File: src/rtl/cal_shadow_pkg.sv
// Package: shared read-address encoding and status bit positions for the
// calendar shadow synchronizer. Assumes a 2-bit read address.
package cal_shadow_pkg;

    typedef enum logic [1:0] {
        RA_SSEC = 2'd0,
        RA_TIME = 2'd1,
        RA_DATE = 2'd2,
        RA_STAT = 2'd3
    } rd_sel_e;

    localparam int STAT_RDY_BIT = 0;
    localparam int STAT_BYP_BIT = 1;

endpackage

File: src/rtl/tick_edge_sync.sv
// Module: brings the slow tick into the bus domain through a STAGES-deep
// flop chain and emits a one-cycle pulse on its rising edge.
// Assumes the bus clock is at least 7x the tick rate, so every tick high and
// low phase spans several bus cycles.
module tick_edge_sync #(
    parameter int STAGES = 2
) (
    input  logic clk,
    input  logic rst_n,
    input  logic tick_in,
    output logic rise_pulse
);
    logic [STAGES-1:0] chain;
    logic              prev;

    // Synchronizer chain: first stage samples the asynchronous tick.
    always_ff @(posedge clk) begin
        if (!rst_n) chain[0] <= 1'b0;
        else        chain[0] <= tick_in;
    end

    genvar g;
    generate
        for (g = 1; g < STAGES; g++) begin : g_stage
            // Further synchronizer stages.
            always_ff @(posedge clk) begin
                if (!rst_n) chain[g] <= 1'b0;
                else        chain[g] <= chain[g-1];
            end
        end
    endgenerate

    // History flop for the edge detector.
    always_ff @(posedge clk) begin
        if (!rst_n) prev <= 1'b0;
        else        prev <= chain[STAGES-1];
    end

    // Rising-edge pulse on the synchronized tick.
    always_comb rise_pulse = chain[STAGES-1] & ~prev;

endmodule

File: src/rtl/shadow_bank.sv
// Module: holds the three shadow calendar words and loads them together
// when load is high. Assumes the live words are stable around the tick edge.
module shadow_bank #(
    parameter int SSW = 16,
    parameter int TW  = 32,
    parameter int DW  = 32
) (
    input  logic           clk,
    input  logic           rst_n,
    input  logic           load,
    input  logic [SSW-1:0] in_ssec,
    input  logic [TW-1:0]  in_time,
    input  logic [DW-1:0]  in_date,
    output logic [SSW-1:0] shd_ssec,
    output logic [TW-1:0]  shd_time,
    output logic [DW-1:0]  shd_date
);
    // Coherent capture of all three words in one cycle.
    always_ff @(posedge clk) begin
        if (!rst_n) begin
            shd_ssec <= '0;
            shd_time <= '0;
            shd_date <= '0;
        end else if (load) begin
            shd_ssec <= in_ssec;
            shd_time <= in_time;
            shd_date <= in_date;
        end
    end

endmodule

File: src/rtl/ready_flag.sv
// Module: sync-ready flag. It is set by a load and cleared by a clear strobe,
// and a load in the same cycle as a clear wins. It resets to 0.
module ready_flag (
    input  logic clk,
    input  logic rst_n,
    input  logic set_i,
    input  logic clr_i,
    output logic flag_o
);
    // Set takes priority over clear.
    always_ff @(posedge clk) begin
        if (!rst_n)     flag_o <= 1'b0;
        else if (set_i) flag_o <= 1'b1;
        else if (clr_i) flag_o <= 1'b0;
    end

endmodule

File: src/rtl/read_port.sv
// Module: the bypass control bit and a registered read mux. The mux selects
// either the shadow words or the live words, or the status word.
// Assumes every word width is no wider than RDW.
module read_port
    import cal_shadow_pkg::*;
#(
    parameter int SSW = 16,
    parameter int TW  = 32,
    parameter int DW  = 32,
    parameter int RDW = 32
) (
    input  logic           clk,
    input  logic           rst_n,
    input  logic           ctl_we,
    input  logic           ctl_byp,
    input  logic           rd_en,
    input  logic [1:0]     rd_addr,
    input  logic           rdy,
    input  logic [SSW-1:0] shd_ssec,
    input  logic [TW-1:0]  shd_time,
    input  logic [DW-1:0]  shd_date,
    input  logic [SSW-1:0] live_ssec,
    input  logic [TW-1:0]  live_time,
    input  logic [DW-1:0]  live_date,
    output logic           byp_o,
    output logic [RDW-1:0] rd_data,
    output logic           rd_valid
);
    logic [RDW-1:0] word_ssec, word_time, word_date, word_stat, sel_word;

    // Bypass control bit, written by the control strobe.
    always_ff @(posedge clk) begin
        if (!rst_n)      byp_o <= 1'b0;
        else if (ctl_we) byp_o <= ctl_byp;
    end

    // Source select, zero-extended to the read width.
    always_comb begin
        word_ssec = '0;
        word_time = '0;
        word_date = '0;
        word_stat = '0;
        word_ssec[SSW-1:0] = byp_o ? live_ssec : shd_ssec;
        word_time[TW-1:0]  = byp_o ? live_time : shd_time;
        word_date[DW-1:0]  = byp_o ? live_date : shd_date;
        word_stat[STAT_RDY_BIT] = rdy;
        word_stat[STAT_BYP_BIT] = byp_o;
    end

    // Address decode.
    always_comb begin
        unique case (rd_sel_e'(rd_addr))
            RA_SSEC: sel_word = word_ssec;
            RA_TIME: sel_word = word_time;
            RA_DATE: sel_word = word_date;
            default: sel_word = word_stat;
        endcase
    end

    // Registered read response.
    always_ff @(posedge clk) begin
        if (!rst_n) begin
            rd_data  <= '0;
            rd_valid <= 1'b0;
        end else begin
            rd_valid <= rd_en;
            if (rd_en) rd_data <= sel_word;
        end
    end

endmodule

File: src/rtl/cal_shadow_sync.sv
// Module (top): calendar shadow synchronizer. A rising edge on the slow tick,
// once synchronized, loads the shadow words and sets sync_rdy unless
// low-power mode is on. Assumes the bus clock is at least 7x the tick rate
// and that the live words are stable for several bus cycles after a tick
// rise.
module cal_shadow_sync #(
    parameter int SSW         = 16,
    parameter int TW          = 32,
    parameter int DW          = 32,
    parameter int RDW         = 32,
    parameter int SYNC_STAGES = 2
) (
    input  logic           clk,
    input  logic           rst_n,
    input  logic           rtc_tick,
    input  logic           lp_mode,
    input  logic [SSW-1:0] live_ssec,
    input  logic [TW-1:0]  live_time,
    input  logic [DW-1:0]  live_date,
    input  logic           ctl_we,
    input  logic           ctl_byp,
    input  logic           flag_clr,
    input  logic           rd_en,
    input  logic [1:0]     rd_addr,
    output logic [RDW-1:0] rd_data,
    output logic           rd_valid,
    output logic           sync_rdy,
    output logic           bypass
);
    logic           tick_rise;
    logic           copy_en;
    logic [SSW-1:0] shd_ssec;
    logic [TW-1:0]  shd_time;
    logic [DW-1:0]  shd_date;

    tick_edge_sync #(.STAGES(SYNC_STAGES)) u_sync (
        .clk        (clk),
        .rst_n      (rst_n),
        .tick_in    (rtc_tick),
        .rise_pulse (tick_rise)
    );

    // A refresh is allowed only outside low-power mode.
    always_comb copy_en = tick_rise & ~lp_mode;

    shadow_bank #(.SSW(SSW), .TW(TW), .DW(DW)) u_bank (
        .clk      (clk),
        .rst_n    (rst_n),
        .load     (copy_en),
        .in_ssec  (live_ssec),
        .in_time  (live_time),
        .in_date  (live_date),
        .shd_ssec (shd_ssec),
        .shd_time (shd_time),
        .shd_date (shd_date)
    );

    ready_flag u_flag (
        .clk    (clk),
        .rst_n  (rst_n),
        .set_i  (copy_en),
        .clr_i  (flag_clr),
        .flag_o (sync_rdy)
    );

    read_port #(.SSW(SSW), .TW(TW), .DW(DW), .RDW(RDW)) u_rd (
        .clk       (clk),
        .rst_n     (rst_n),
        .ctl_we    (ctl_we),
        .ctl_byp   (ctl_byp),
        .rd_en     (rd_en),
        .rd_addr   (rd_addr),
        .rdy       (sync_rdy),
        .shd_ssec  (shd_ssec),
        .shd_time  (shd_time),
        .shd_date  (shd_date),
        .live_ssec (live_ssec),
        .live_time (live_time),
        .live_date (live_date),
        .byp_o     (bypass),
        .rd_data   (rd_data),
        .rd_valid  (rd_valid)
    );

endmodule

File: config.mk
export PLATFORM = sky130hd
export DESIGN_NAME = cal_shadow_sync
export DESIGN_NICKNAME = d
export VERILOG_FILES = /design/src/rtl/cal_shadow_pkg.sv /design/src/rtl/tick_edge_sync.sv /design/src/rtl/shadow_bank.sv /design/src/rtl/ready_flag.sv /design/src/rtl/read_port.sv /design/src/rtl/cal_shadow_sync.sv
export SDC_FILE = /design/constraint.sdc
export NUM_CORES = 1
export LEC_CHECK = 0
export BUFFER_PORTS_ARGS = -buffer_cell sky130_fd_sc_hd__buf_4
export CAP_MARGIN = 10
export CORE_AREA = 3 3 108 162
export CTS_CLUSTER_DIAMETER = 60
export DETAILED_ROUTE_END_ITERATION = 8
export DIE_AREA = 0 0 111 165
export HOLD_SLACK_MARGIN = 0.03
export PLACE_DENSITY = 0.65
export SLEW_MARGIN = 20
export SYNTH_ARGS = -nofsm -noshare
export SYNTH_HDL_FRONTEND = slang
export SYNTH_HIERARCHICAL = 1
export SYNTH_SLANG_ARGS = --single-unit
File: constraint.sdc
create_clock -name clk -period 1.5 [get_ports clk]
set_clock_uncertainty 0.15 [all_clocks]
set_input_delay 0.225 -clock clk [delete_from_list [all_inputs] [get_ports clk]]
set_output_delay 0.225 -clock clk [all_outputs]
set_load 0.02 [all_outputs]
==> flow_summary_export.csv, run 1 <==
group,metric,value,unit
setup_path,critPathTopFamily,"flip-flops",
floorplan,start_util,34.8,%
setup_path,crit_buf_inv,2,
min_path,holdCritPathClass,"input pin to flip-flop",
cells_and_area,layout-drive-gt1-share,32.7,%
run_status,violations,"setup timing",
timing,slew_headroom,73.3,%
yosys,synth_top_area_share,41.9,%
placed_design,place_ws,-0.0430,ns
floorplan,coreArea,0.0162,mm²
yosys,ys_top_cells_by_area,"dfxtp_1, mux2i_1, nor2b_1, mux2_2, o22ai_1",
setup_path,critical_path.max_fanout,7,
power_and_ir_drop,ir_drop,659,µV
timing,rsz0062_at_grt,"yes",
placed_design,gp_congestion,0.799,
placed_design,hpwl,10700,µm
placed_design,portBuffers,124,
job,maxCapViolCount,0,
floorplan,die_area,0.0183,mm²
clock_network,clk_latency,0.41,ns
cells_and_area,nets,855,
clock_network,root_buffer,"clkbuf_16",
yosys,syn_nets,625,
cells_and_area,finalCoreUtilization,55.6,%
cells_and_area,diodes,0,
setup_path,endpoint_kind,"flip-flop",
clock_network,cts_tree,"done",
floorplan,rows,57,
setup_path,path_cells,"buf_12, clkbuf_16, mux2i_1, o22ai_1, a21oi_2, o21ai_1",
yosys,ys_types,31,
global_routing,grt_pass1_wl,25900,µm
drt,drt-total-wl,18300,µm
drt,vias_per_cell,5.03,
clock_network,cts.clk_slew.worst_paths,0.05,ns
clock_network,clk_path_buf_depth,2,
power_and_ir_drop,p_total,0.00886,W
cells_and_area,areaGrowthSynthToFinish,59.6,%
clock_network,cts_buffers,17,
placed_design,dp_cells,840,
timing,max_freq,0.616,GHz
floorplan,die_w,111,µm
yosys,synth_top_cell_by_area,"dfxtp_1",
cells_and_area,finalNonFillerCells,983,
drt,drc_errors,0,
global_routing,grt_util_all_layers,17.8,%
floorplan,num_io_pins,125,
setup_path,critPathMaxStageDelay,0.41,ns
setup_path,start_kind,"flip-flop",
yosys,synth-seq-cells,118,
timing,hold_viol,0,
run_status,status,"finished, violations left",
yosys,syn_area,0.00564,mm²
timing,min_period,1.62,ns
power_and_ir_drop,power_density,985,mW/mm²
global_routing,grt_max_degree,50,
timing,final-setup-viol-count,61,
timing,slew_violations,0,
global_routing,grt-ovfl-total,0,
floorplan,die_h,165,µm
timing,period_share,108,%
yosys,avgSynthCellArea,10.5,µm²
setup_path,worst_ep_arrival_time,1.76,ns
setup_path,cp_slowest_cell,"dfxtp_4",
clock_network,htreeDepth,4,
yosys,ys_seq_area_share,41.9,%
setup_path,crit_type,"flip-flop to flip-flop",
drt,wl_per_cell,18.6,µm
drt,drtAntennaViolNets,0,
drt,drt_iter0_drc,172,
power_and_ir_drop,p_leak,3.39,nW
timing,fin_ws,-0.124,ns
clock_network,clkSinkCount,118,
timing,tightest_slew,0.400,ns
global_routing,antenna_found_initial,0,
drt,drt_pass1_iterations,4,
yosys,ys_warn_count,6,
setup_path,cp.required,1.63,ns
drt,routed-via-count,4949,
yosys,synthCells,535,
global_routing,first_global_vias,5075,
==> final cells by class <==
class	instances	area, µm²
multi-input cells	372	3160
clock inverters	8	118
well taps	206	258
flip-flops and latches	118	2370
clock buffers	23	509
repair buffers	256	2590
fillers	1324	7190
==> Yosys cell counts <==
library cell and n:
o21ai_1 5, clkbuf_1 14, buf_6 8, nand2b_1 2
buf_2 9, a211o_1 1, dfxtp_1 118, buf_1 1
o221ai_1 10, o21a_1 1, buf_4 4, o32a_1 1
o21ai_0 12, a31oi_1 1, a221oi_1 1, o22ai_1 21
clkbuf_2 1, nand2_1 17, a21oi_1 23, nor2b_4 3
nor2_1 1, buf_8 8, or2_1 1, nand3b_1 1
a22oi_1 1, nor2b_1 98, mux2_2 14, and3_1 1
o211a_1 9, and2_1 5, mux2i_1 143
==> repair_timing <==
item | CTS | global route
hold endpoints to repair | 84 | 0
gates cloned | 2 | 14
hold buffers | 86 | 0
setup buffers | 6 | 5
gates resized for setup | 15 | 64
setup endpoints to repair | 69 | 111
pin swaps | 2 | 18
==> metal layers <==
| layer | share of wire, % | up-vias | wire length, µm | track usage, % |
|---|---|---|---|---|
| li1 | - | 2351 | - | - |
| met1 | 38 | 2399 | 7040 | 19.7 |
| met2 | 54 | 172 | 9870 | 33.4 |
| met3 | 5.4 | 27 | 996 | 4.03 |
| met4 | 2.3 | 0 | 413 | 6.22 |
| met5 | 0 | - | 0 | 0 |
==> per-stage QoR <==
stage	hold WS (ns)	area, µm²	setup TNS, ns
6_report	0.0525	9000	-1.56
3_5_place_dp	0.265	6740	-0.355
5_1_grt	0.101	9000	-6.92
2_1_floorplan	0.192	5650	0
3_3_place_gp	0.273	6740	-0.00360
4_1_cts	0.0667	8400	-0.219
==> flip-flops by register name, indices dropped and copies added (netlist names), 2 cells and up <==
register	flops
u_bank/shd_ssec	16
u_sync/chain	2
u_bank/shd_date	32
u_bank/shd_time	32
u_rd/rd_data	32
==> cell families after synthesis <==
| family | count (synthesis) | synth area share (%) |
|---|---|---|
| AOI/OAI and AO/OA | 86 | 9.89 |
| DFF | 118 | 41.9 |
| buffers and inverters | 45 | 6.14 |
| muxes | 157 | 28.2 |
| and+or+nand+nor | 129 | 13.9 |
==> path summary, 6_finish.rpt <==
kind	startpoint	end	slack, ns	cells after the start
worst max-delay path	u_rd/byp_o	u_rd/rd_data[12]	-0.12	6
worst min-delay path	rd_addr[0]	u_rd/rd_data[0]	0.05	3
worst max register to register	u_rd/byp_o	u_rd/rd_data[12]	-0.12	6
worst min register to register	u_sync/chain[0]	u_sync/chain[1]	0.27	1
==> placed cells by master, fill, tap and decap left out, drive strengths merged, types with 2 or more instances in the layout <==
cell type,instances
o22ai,21
nand2b,2
dfxtp,118
o221ai,10
dlygate4sd3,86
clkbuf,35
bufinv,3
mux2i,143
clkinv,4
mux2,14
nor2b,101
buf,158
and2,5
o211a,9
o21ai,17
nand2,17
a21oi,23
==> tightest hold or removal path, stage by stage <==
cell,delay (ns)
buf_4,0.15
a21oi_1,0.08
o21ai_1,0.11
==> power breakdown <==
group / total (W) / switching, W / internal, W
combinational: 0.00132 / 0.000561 / 0.000763
sequential: 0.00327 / 0.0000497 / 0.00322
clock: 0.00427 / 0.00141 / 0.00287
(Power assumes the default switching activity.)
==> run 2: changes to the inputs <==
--- a/config.mk
+++ b/config.mk
@@ -5,14 +5,15 @@
 export SDC_FILE = /design/constraint.sdc
 export NUM_CORES = 1
 export LEC_CHECK = 0
+export ABC_AREA = 1
 export BUFFER_PORTS_ARGS = -buffer_cell sky130_fd_sc_hd__buf_4
 export CAP_MARGIN = 10
-export CORE_AREA = 3 3 108 162
+export CORE_AREA = 3 3 112 168
 export CTS_CLUSTER_DIAMETER = 60
 export DETAILED_ROUTE_END_ITERATION = 8
-export DIE_AREA = 0 0 111 165
+export DIE_AREA = 0 0 115 171
 export HOLD_SLACK_MARGIN = 0.03
-export PLACE_DENSITY = 0.65
+export PLACE_DENSITY = 0.64
 export SLEW_MARGIN = 20
 export SYNTH_ARGS = -nofsm -noshare
 export SYNTH_HDL_FRONTEND = slang
==> flow_summary_export.csv, run 2 <==
group,metric,value,unit
yosys,synth_edf_count,0,
floorplan,start_util,34.9,%
floorplan,coreArea,0.0174,mm²
yosys,ys_top_cells_by_count,"nand2_1, nor2_1, inv_1",
drt,drt_iter0_drc,494,
setup_path,r2r_cells,7,
placed_design,gp_congestion,0.867,
setup_path,crit_type,"flip-flop to flip-flop",
power_and_ir_drop,power_density,982,mW/mm²
timing,hold_viol,0,
clock_network,clkSinkCount,118,
power_and_ir_drop,ir_drop,724,µV
yosys,syn_nets,1097,
floorplan,die_area,0.0197,mm²
setup_path,path_cells,"inv_6, buf_12, clkbuf_16, o21ai_0, nand3_1, nand2_1, a21oi_1",
run_status,violations,"setup timing",
timing,max_freq,0.643,GHz
clock_network,cts_tree,"done",
floorplan,rows,59,
timing,slew_headroom,82.9,%
yosys,synth_top_cell_by_area,"dfxtp_1",
drt,routed-via-count,6939,
clock_network,clk_path_buf_depth,2,
timing,rsz0062_at_grt,"yes",
setup_path,ff2ff_setup_slack,-0.06,ns
drt,drt_pass1_iterations,5,
drt,wl_per_cell,15.2,µm
timing,final-setup-viol-count,7,
cells_and_area,biggestRegsByFlops,"u_bank/shd_date (32), u_bank/shd_time (32), u_rd/rd_data (32)",
timing,final.setup.tns,-0.228,ns
placed_design,dp_cells,1321,
setup_path,start_kind,"flip-flop",
yosys,ys_async_sr_fraction,0,%
cells_and_area,diodes,0,
setup_path,r2r_end,"u_rd/rd_data[5]",
yosys,ys_seq_area_share,38.9,%
setup_path,critPathTopFamily,"flip-flops",
cells_and_area,finalNonFillerCells,1464,
global_routing,antenna_found_initial,0,
setup_path,crit_buf_inv,3,
min_path,hold_start,"live_date[14]",
yosys,ys.flop_type,"dfxtp_1",
timing,slew_violations,0,
setup_path,critical_path.max_fanout,8,
yosys,ys_warn_count,6,
yosys,ys_types,19,
drt,drt-total-wl,22300,µm
cells_and_area,areaGrowthSynthToFinish,59.6,%
power_and_ir_drop,p_leak,4.66,nW
min_path,min_to,"u_rd/rd_data[14]",
cells_and_area,nets,1328,
drt,vias_per_cell,4.74,
global_routing,grt_util_all_layers,20.9,%
global_routing,grt_max_degree,45,
cells_and_area,mostFrequentLayoutCell,"nand2_1",
min_path,holdCritPathClass,"input pin to flip-flop",
floorplan,die_h,171,µm
job,maxCapViolCount,0,
clock_network,cts_buffers,17,
run_status,status,"finished, violations left",
cells_and_area,layout_common_cells,"nand2_1, nor2_1, buf_4, inv_1, dfxtp_1",
timing,fin_ws,-0.0551,ns
global_routing,grt_pass1_wl,31900,µm
yosys,ys_top_cells_by_area,"dfxtp_1, nand2_1, nor2_1, inv_1, o21ai_1",
drt,drc_errors,0,
yosys,yosys.cell_count.top_type,"nand2_1",
timing,period_share,104,%
setup_path,r2r-start,"u_rd/byp_o",
placed_design,hpwl,13900,µm
placed_design,portBuffers,124,
floorplan,die_w,115,µm
clock_network,root_buffer,"clkbuf_16",
clock_network,cts.clk_slew.worst_paths,0.06,ns
setup_path,cp.required,1.66,ns
drt,drtAntennaViolNets,0,
cells_and_area,fillers,1617,
global_routing,grt-ovfl-total,0,
clock_network,clk_latency,0.43,ns
yosys,synth-seq-cells,118,
cells_and_area,layout-drive-gt1-share,24.8,%
setup_path,endpoint_kind,"flip-flop",
floorplan,num_io_pins,125,
yosys,syn_area,0.00608,mm²
setup_path,cp_slowest_cell,"dfxtp_4",
global_routing,first_global_vias,6423,
min_path,hold_path_depth,5,
timing,min_period,1.56,ns
yosys,synthCells,1007,
timing,tightest_slew,0.257,ns
yosys,synth_top_area_share,38.9,%
setup_path,worst_ep_arrival_time,1.72,ns
clock_network,htreeDepth,4,
setup_path,critPathMaxStageDelay,0.45,ns
yosys,avgSynthCellArea,6.04,µm²
==> run 2: changes by cell type after synthesis, moves of 14 or more <==
cell | previous run | this run
nand3_1 | 0 | 31
o22ai_1 | 21 | 0
nor2_1 | 1 | 259
buf_2 | 9 | 26
or2_2 | 0 | 14
nor2b_1 | 98 | 0
nand2_1 | 17 | 294
o21ai_0 | 12 | 37
o21ai_1 | 5 | 39
mux2i_1 | 143 | 0
mux2_2 | 14 | 0
inv_1 | 0 | 119
==> run 2: power breakdown <==
group          internal (W)  switching [W]
registers           0.00326      0.0000773
logic              0.000801       0.000778
clock network       0.00301        0.00160
==> run 2: per-stage QoR <==
step / area, µm² / total power [W] / hold WS [ns] / setup WS [ns] / util, %
finish: 9700 / 0.00952 / 0.0834 / -0.0551 / 55.7
global route: 9700 / 0.00988 / 0.106 / -0.0934 / 55.7
CTS: 9080 / 0.00939 / 0.0895 / -0.0147 / 52.1
detailed placement: 7450 / 0.00458 / 0.245 / 0.0168 / 42.7
global placement: 7450 / 0.00457 / 0.240 / 0.0309 / 42.7
floorplan: 6080 / 0.00403 / 0.168 / 0.104 / -
==> run 2: worst max-delay path by stage <==
stage / start / endpoint / slack (ns) / cells after the start
2_1_floorplan: u_rd/byp_o / u_rd/rd_data[17] / 0.10 / 7
3_3_place_gp: u_rd/byp_o / u_rd/rd_data[3] / 0.03 / 7
3_5_place_dp: u_rd/byp_o / u_rd/rd_data[15] / 0.02 / 9
4_1_cts: u_rd/byp_o / u_rd/rd_data[14] / -0.01 / 6
5_1_grt: u_rd/byp_o / u_rd/rd_data[2] / -0.09 / 9
6_report: u_rd/byp_o / u_rd/rd_data[5] / -0.06 / 7
==> run 2: cells by family after synthesis <==
kind of cell / Yosys count / share of synthesized area, %
simple gates: 604 / 38.9
compound gates: 102 / 8.77
flops: 118 / 38.9
buf+inv: 183 / 13.5
==> run 2: cell type report <==
cell class / instances / area, µm² / area share, %
repair buffers: 273 / 2810 / 29.0
clock buffers: 18 / 439 / 4.53
flip-flops and latches: 118 / 2370 / 24.4
inverters: 122 / 463 / 4.77
clock inverters: 14 / 223 / 2.30
well taps: 213 / 267 / 2.75
multi-input cells: 706 / 3130 / 32.3
==> run 2: repair_timing <==
item                                    CTS  global route
resized for setup                         6            99
setup buffers                             2             8
endpoints found under the hold margin    93             0
pin swaps                                 1            19
gates cloned                              2            12
endpoints found under the setup margin    2            62
hold buffers                             87             0
==> run 2: tightest hold or removal path, delay by kind of cell <==
family | cells | cell delay (ns)
AOI/OAI and AO/OA | 2 | 0.18
buffers and inverters | 1 | 0.09
and+or+nand+nor | 2 | 0.12
==> run 2: layer usage <==
layer / routed length (µm) / track usage [%] / up-vias
met2: 12000 / 38.6 / 246
met3: 1170 / 4.18 / 49
met4: 938 / 10.5 / 0
met5: 0 / 0 / -
met1: 8170 / 22.1 / 3170
li1: - / - / 3474
